[src/rtl/cps_pkg.sv]
package cps_pkg;

    localparam int unsigned CPS_NUM_CH = 18;
    localparam int unsigned CPS_VAL_W  = 10;
    localparam int unsigned CPS_ADDR_W = 5;
    localparam int unsigned CPS_SYNC   = 2;

    // outcome of checking a received word at frame end
    typedef enum logic [1:0] {
        VERDICT_OK    = 2'd0,
        VERDICT_SHORT = 2'd1,
        VERDICT_TEST  = 2'd2,
        VERDICT_RANGE = 2'd3
    } verdict_e;

endpackage

[src/rtl/cps_sync.sv]
module cps_sync #(
    parameter int unsigned W      = 3,
    parameter int unsigned STAGES = 2,
    parameter logic [W-1:0] RST_VAL = '0
) (
    input  logic         clk,
    input  logic         rst_n,
    input  logic [W-1:0] raw_i,
    output logic [W-1:0] lvl_o
);

    typedef struct packed {
        logic [STAGES-1:0][W-1:0] pipe;
    } sync_st_t;

    sync_st_t st_d, st_q;

    always_comb begin
        st_d = st_q;
        st_d.pipe[0] = raw_i;
        for (int s = 1; s < int'(STAGES); s++) begin
            st_d.pipe[s] = st_q.pipe[s-1];
        end
    end

    always_ff @(posedge clk or negedge rst_n) begin
        if (!rst_n) begin
            st_q.pipe <= {STAGES{RST_VAL}};
        end else begin
            st_q <= st_d;
        end
    end

    assign lvl_o = st_q.pipe[STAGES-1];

endmodule

[src/rtl/cps_edge.sv]
module cps_edge #(
    parameter int unsigned W = 2,
    parameter logic [W-1:0] RST_VAL = '0
) (
    input  logic         clk,
    input  logic         rst_n,
    input  logic [W-1:0] lvl_i,
    output logic [W-1:0] rise_o,
    output logic [W-1:0] fall_o
);

    typedef struct packed {
        logic [W-1:0] prev;
    } edge_st_t;

    edge_st_t st_d, st_q;

    always_comb begin
        st_d.prev = lvl_i;
    end

    always_ff @(posedge clk or negedge rst_n) begin
        if (!rst_n) begin
            st_q.prev <= RST_VAL;
        end else begin
            st_q <= st_d;
        end
    end

    assign rise_o = lvl_i & ~st_q.prev;
    assign fall_o = ~lvl_i & st_q.prev;

endmodule

[src/rtl/cps_shift_engine.sv]
module cps_shift_engine #(
    parameter int unsigned WORD_W = 16
) (
    input  logic              clk,
    input  logic              rst_n,
    input  logic              sel_lvl_i,
    input  logic              sel_fall_i,
    input  logic              sck_rise_i,
    input  logic              sck_fall_i,
    input  logic              sdi_lvl_i,
    output logic [WORD_W-1:0] word_o,
    output logic              full_o,
    output logic              sdo_o
);

    localparam int unsigned CNT_W = $clog2(WORD_W + 1);
    localparam logic [CNT_W-1:0] CNT_FULL = CNT_W'(WORD_W);

    typedef struct packed {
        logic [WORD_W-1:0] sr;
        logic [CNT_W-1:0]  cnt;
        logic              sdo;
    } shift_st_t;

    shift_st_t        st_d, st_q;
    logic [CNT_W-1:0] cnt_base;
    logic             active;

    always_comb begin
        st_d     = st_q;
        active   = ~sel_lvl_i;
        cnt_base = sel_fall_i ? '0 : st_q.cnt;
        st_d.cnt = cnt_base;
        if (active && sck_rise_i) begin
            st_d.sr = {st_q.sr[WORD_W-2:0], sdi_lvl_i};
            if (cnt_base != CNT_FULL) begin
                st_d.cnt = cnt_base + 1'b1;
            end
        end
        if (active && sck_fall_i) begin
            st_d.sdo = st_q.sr[WORD_W-1];
        end
    end

    always_ff @(posedge clk or negedge rst_n) begin
        if (!rst_n) begin
            st_q.sr  <= '0;
            st_q.cnt <= '0;
            st_q.sdo <= 1'b0;
        end else begin
            st_q <= st_d;
        end
    end

    assign word_o = st_q.sr;
    assign full_o = (st_q.cnt == CNT_FULL);
    assign sdo_o  = st_q.sdo;

endmodule

[src/rtl/cps_chan_file.sv]
module cps_chan_file
    import cps_pkg::*;
#(
    parameter int unsigned NUM_CH = CPS_NUM_CH,
    parameter int unsigned VAL_W  = CPS_VAL_W,
    parameter int unsigned ADDR_W = CPS_ADDR_W,
    localparam int unsigned WORD_W = 1 + ADDR_W + VAL_W
) (
    input  logic                     clk,
    input  logic                     rst_n,
    input  logic                     commit_i,
    input  logic [WORD_W-1:0]        word_i,
    input  logic                     full_i,
    output logic [NUM_CH*VAL_W-1:0]  vals_o
);

    localparam logic [ADDR_W-1:0] LAST_CH = ADDR_W'(NUM_CH - 1);

    typedef struct packed {
        logic [NUM_CH-1:0][VAL_W-1:0] vals;
    } file_st_t;

    file_st_t          st_d, st_q;
    logic              test_bit;
    logic [ADDR_W-1:0] addr;
    logic [VAL_W-1:0]  data;
    verdict_e          verdict;

    assign test_bit = word_i[WORD_W-1];
    assign addr     = word_i[WORD_W-2 -: ADDR_W];
    assign data     = word_i[VAL_W-1:0];

    // priority: length first, then test bit, then address range
    always_comb begin
        if (!full_i) begin
            verdict = VERDICT_SHORT;
        end else if (test_bit) begin
            verdict = VERDICT_TEST;
        end else if (addr > LAST_CH) begin
            verdict = VERDICT_RANGE;
        end else begin
            verdict = VERDICT_OK;
        end
    end

    always_comb begin
        st_d = st_q;
        if (commit_i && (verdict == VERDICT_OK)) begin
            for (int i = 0; i < int'(NUM_CH); i++) begin
                if (addr == ADDR_W'(i)) begin
                    st_d.vals[i] = data;
                end
            end
        end
    end

    always_ff @(posedge clk or negedge rst_n) begin
        if (!rst_n) begin
            st_q.vals <= '0;
        end else begin
            st_q <= st_d;
        end
    end

    for (genvar g = 0; g < int'(NUM_CH); g++) begin : g_flat
        assign vals_o[g*VAL_W +: VAL_W] = st_q.vals[g];
    end

endmodule

[src/rtl/chan_prog_spi.sv]
module chan_prog_spi
    import cps_pkg::*;
#(
    parameter int unsigned NUM_CH = CPS_NUM_CH,
    parameter int unsigned VAL_W  = CPS_VAL_W,
    parameter int unsigned ADDR_W = CPS_ADDR_W,
    parameter int unsigned SYNC   = CPS_SYNC
) (
    input  logic                    clk,
    input  logic                    rst_n,
    input  logic                    sel_n_i,
    input  logic                    sck_i,
    input  logic                    sdi_i,
    output logic                    sdo_o,
    output logic [NUM_CH*VAL_W-1:0] chan_val_o
);

    localparam int unsigned WORD_W = 1 + ADDR_W + VAL_W;

    // bit 0 enable, bit 1 serial clock, bit 2 data
    logic [2:0]        pin_lvl;
    logic [1:0]        pin_rise;
    logic [1:0]        pin_fall;
    logic              sel_lvl, sel_rise, sel_fall;
    logic              sck_rise, sck_fall, sdi_lvl;
    logic [WORD_W-1:0] sh_word;
    logic              sh_full;

    cps_sync #(
        .W       (3),
        .STAGES  (SYNC),
        .RST_VAL (3'b001)
    ) u_sync (
        .clk   (clk),
        .rst_n (rst_n),
        .raw_i ({sdi_i, sck_i, sel_n_i}),
        .lvl_o (pin_lvl)
    );

    cps_edge #(
        .W       (2),
        .RST_VAL (2'b01)
    ) u_edge (
        .clk    (clk),
        .rst_n  (rst_n),
        .lvl_i  (pin_lvl[1:0]),
        .rise_o (pin_rise),
        .fall_o (pin_fall)
    );

    assign sel_lvl  = pin_lvl[0];
    assign sel_rise = pin_rise[0];
    assign sel_fall = pin_fall[0];
    assign sck_rise = pin_rise[1];
    assign sck_fall = pin_fall[1];
    assign sdi_lvl  = pin_lvl[2];

    cps_shift_engine #(
        .WORD_W (WORD_W)
    ) u_shift (
        .clk        (clk),
        .rst_n      (rst_n),
        .sel_lvl_i  (sel_lvl),
        .sel_fall_i (sel_fall),
        .sck_rise_i (sck_rise),
        .sck_fall_i (sck_fall),
        .sdi_lvl_i  (sdi_lvl),
        .word_o     (sh_word),
        .full_o     (sh_full),
        .sdo_o      (sdo_o)
    );

    cps_chan_file #(
        .NUM_CH (NUM_CH),
        .VAL_W  (VAL_W),
        .ADDR_W (ADDR_W)
    ) u_file (
        .clk      (clk),
        .rst_n    (rst_n),
        .commit_i (sel_rise),
        .word_i   (sh_word),
        .full_i   (sh_full),
        .vals_o   (chan_val_o)
    );

endmodule

[config.mk]
export PLATFORM = sky130hd
export DESIGN_NAME = chan_prog_spi
export DESIGN_NICKNAME = d
export VERILOG_FILES = /design/src/rtl/cps_pkg.sv /design/src/rtl/cps_sync.sv /design/src/rtl/cps_edge.sv /design/src/rtl/cps_shift_engine.sv /design/src/rtl/cps_chan_file.sv /design/src/rtl/chan_prog_spi.sv
export SDC_FILE = /design/constraint.sdc
export NUM_CORES = 1
export LEC_CHECK = 0
export ABC_AREA = 1
export BUFFER_PORTS_ARGS = -buffer_cell sky130_fd_sc_hd__buf_2
export CORE_UTILIZATION = 25
export DETAILED_ROUTE_END_ITERATION = 8
export HOLD_SLACK_MARGIN = 0.03
export PLACE_DENSITY = 0.51
export SETUP_SLACK_MARGIN = 0.4
export SYNTH_ARGS = -nofsm -noshare
export SYNTH_HDL_FRONTEND = slang
export SYNTH_SLANG_ARGS = --single-unit
[constraint.sdc]
create_clock -name clk -period 1.9 [get_ports clk]
set_clock_uncertainty 0.2 [all_clocks]
set_input_delay 0.38 -clock clk [delete_from_list [all_inputs] [get_ports clk]]
set_output_delay 0.38 -clock clk [all_outputs]
set_load 0.05 [all_outputs]
==> results by group <==
Power
  – Cell Pwr Density: between 700 and 800 nW/um^2
  – Max rail drop VDD: 0.573 mV
  – Leak: about 7.5 nW

CTS
  – CTS tree: built
  – Clock Tree Buf Depth: 3
  – H-tree lvl count: 1
  – Clk sinks: 210
  – Reg clk slew, reported paths: 60 ps
  – CTS Buf Count: 25
  – Clock Tree Root: clkbuf_16
  – Worst skew pair latency: ~540 ps

Yosys
  – Register bit count reported by yosys: 210
  – Largest family of logic cells by synthesized area: simple AND/OR/NAND/NOR gates
  – Xor/xnor cell area share of the yosys netlist: 0
  – Post-synth top area share: 0.584
  – Seq/Total Area, Yosys: 0.593
  – Post-Synth Simple-Gate Area: 0.347
  – Ys Warns: 0
  – Syn Nets: between 900 and 1000
  – Gate Count Post-Synth: a little under 1000
  – Mux contribution to synthesized area: 0
  – Compound-Gate Fraction of Synth Area: 0.00508
  – Synth cell types: 18
  – Synth area leader: dfrtp_1
  – Mapped Avg Cell Area: ~9 um^2
  – Mapped Area: roughly 9000 um^2
  – Post-synthesis adder-cell area fraction: 0.00282
  – Synth area leaders: dfrtp_1 (58%), nand2_1 (18%), nand4_1 (13%)

STA
  – Slew HR: 0.613
  – Unrepaired setup endpoints after global routing: true
  – Final period util: 0.964
  – Final hold viol count: 0
  – Worst Max-Slew Pin Slew: 580 ps
  – Hold_ws: between 100 and 150 ps
  – Max Clk Rate: 0.546 GHz
  – Fin crit period: 1830 ps
  – Pins over their slew limit: 0
  – Final setup fails: 0

Die
  – Initial Utilization: 0.255
  – # IOs: between 150 and 200
  – Core area: about 35000 um^2
  – Die Span X: between 150 and 200 um
  – DIE AREA: between 30000 and 40000 um^2
  – Die H: approximately 190 um
  – Site row count: 68

GRT
  – Initial antenna violation count: 0
  – Global route overflow: 0
  – Largest net degree at the start of global routing: just under 50
  – First-pass GRT wire length: roughly 48000 um
  – Tot GR Track Use: 0.173
  – Vias in the first global route: 7840

Layout
  – Layout cells sized above 1: 0.442
  – N_diodes: 0
  – Area Overhead vs Synth: 64.0%
  – Layout Nets: approximately 1300
  – Finished Layout Cells: between 1500 and 2000

Outcome
  – Outcome: finished, final reports clean

Detailed routing
  – DRT iter0 DRCs: 561
  – Via count: 8766
  – DRT Pass-1 Iters: 5
  – WL per Instance: 19.4 um
  – Residual DRC: 0
  – Final wirelength: 34700 um
  – Via-per-instance ratio: ~4.9
  – Post-DRT Antenna Nets: 0

Worst setup path
  – Critical Path AT: 2060 ps
  – Largest stage delay, worst path: between 500 and 600 ps
  – Worst Path Max Fanout: 7
  – Worst Path Required: 2130 ps
  – Most Frequent Cell on Critical Path: nand2_2
  – CP Cell Sequence: nand2_2, inv_2, nand2_2, nor2_4, buf_12, buf_12, buf_16, nand3_4, nand2_2, nand2_2
  – Worst Setup End Kind: register
  – Crit start category: register
  – Crit path kind: register to register
  – Critical path's slowest cell: dfstp_2

Worst hold path
  – Hold Crit Class: input port to asynchronous set/reset pin

Place
  – Gp weighted congestion: between 0.7 and 0.8
  – IO Port Bufs: ~190
  – Placed cells: ~1600
  – Hpwl dp: 19700 um

Flow run
  – Max Cap Viol: 0
-- area by class of cell --
type / instances / area, um^2
timing repair buffer: 367 / 3770
multi-input combinational: 686 / 3990
tap: 455 / 569
sequential: 210 / 5260
clock buffer: 34 / 709
clock inverter: 11 / 140
fill: 3389 / 20200
inverter: 26 / 105
-- critical path: cells and delay by family (launching register included) --
family	cells	cell delay [ps]
flops	1	560
simple gates	6	480
buf+inv	4	460
-- metal layers --
metal,wire [um],part of all wire,vias to the layer above,GRT usage
li1,-,-,4040,-
met1,14900,0.43,4366,0.241
met2,16700,0.48,304,0.270
met3,2400,0.069,56,0.0390
met4,732,0.021,0,0.0434
met5,0,0,-,0
-- through the flow --
step                       util  TNS (ps)  total power, W  area [um^2]  setup WS (ps)
final                     0.419         0          0.0105        14500           69.3
after global routing      0.419     -3.51          0.0108        14500          -3.33
after CTS                 0.352         0          0.0105        12200           92.9
after detailed placement  0.307      -320         0.00551        10700          -25.2
after global placement    0.307      -133         0.00550        10700          -16.1
after floorplan               -         0         0.00495         8910            273
-- state kept, by name, summed over array words and instances, names as in the netlist --
signal,count
u_shift.word_o,16
u_shift.st_q,5
u_file.vals_o,180
u_sync.lvl_o,3
u_sync.st_d,3
u_shift.sdo_o,1
u_edge.st_q,2
-- where the power goes --
group | switching [W] | internal (W) | total [W]
sequential | 0.0000919 | 0.00453 | 0.00462
combinational | 0.000651 | 0.000225 | 0.000876
clock | 0.00197 | 0.00302 | 0.00499
total | 0.00272 | 0.00777 | 0.0105
-- cells by family after synthesis --
logic type / after synthesis
simple gates: 657
flops: 210
buf+inv: 109
compound gates: 9
fa+ha+maj: 2
-- path summary, 6_finish.rpt --
kind	start	to	cells after the start	slack (ps)
worst min register to register	u_sync.st_d[4]	u_sync.lvl_o[1]	0	150
worst max-delay path	u_sync.lvl_o[0]	u_file.vals_o[53]	10	70
min in group clk	u_sync.st_d[4]	u_sync.lvl_o[1]	0	150
max in group asynchronous	rst_n	u_file.vals_o[2]	3	760
worst max register to register	u_sync.lvl_o[0]	u_file.vals_o[53]	10	70
worst min-delay path	rst_n	u_file.vals_o[168]	2	120
-- cells in the mapped netlist (all sizes together) --
| cell | instances |
|---|---|
| nor3 | 1 |
| dfrtp | 207 |
| nand3 | 25 |
| dfstp | 3 |
| nand2 | 425 |
| clkbuf | 44 |
| buf | 39 |
| ha | 2 |
| inv | 26 |
| nand3b | 1 |
| nand4 | 180 |
| nor2 | 25 |
| o21ai | 9 |
-- cells in the final DEF, fill, tap and decap left out, types with 2 or more instances in the layout --
master	instances
nand2_1	312
dfrtp_1	206
nand4_1	180
buf_4	124
buf_6	117
nand2_2	112
buf_2	69
clkbuf_16	40
nand3_4	36
buf_12	23
inv_1	13
inv_2	11
nor2_4	10
nor2_1	10
o21ai_0	8
buf_16	7
buf_8	7
nand3_1	5
nor2_2	5
clkbuf_8	5
clkinv_2	5
clkbuf_1	4
dlygate4sd3_1	4
clkinvlp_4	3
bufinv_16	3
dfstp_2	3
nand3_2	2
ha_4	2
-- what timing repair did --
action,in CTS,in global routing
gates cloned,16,25
buffers inserted,13,80
setup endpoints to repair,376,377
endpoints found under the hold margin,211,0
pin swaps,4,65
gates resized for setup,58,496
hold buffers,4,0
Power figures use the tool's default switching activity.
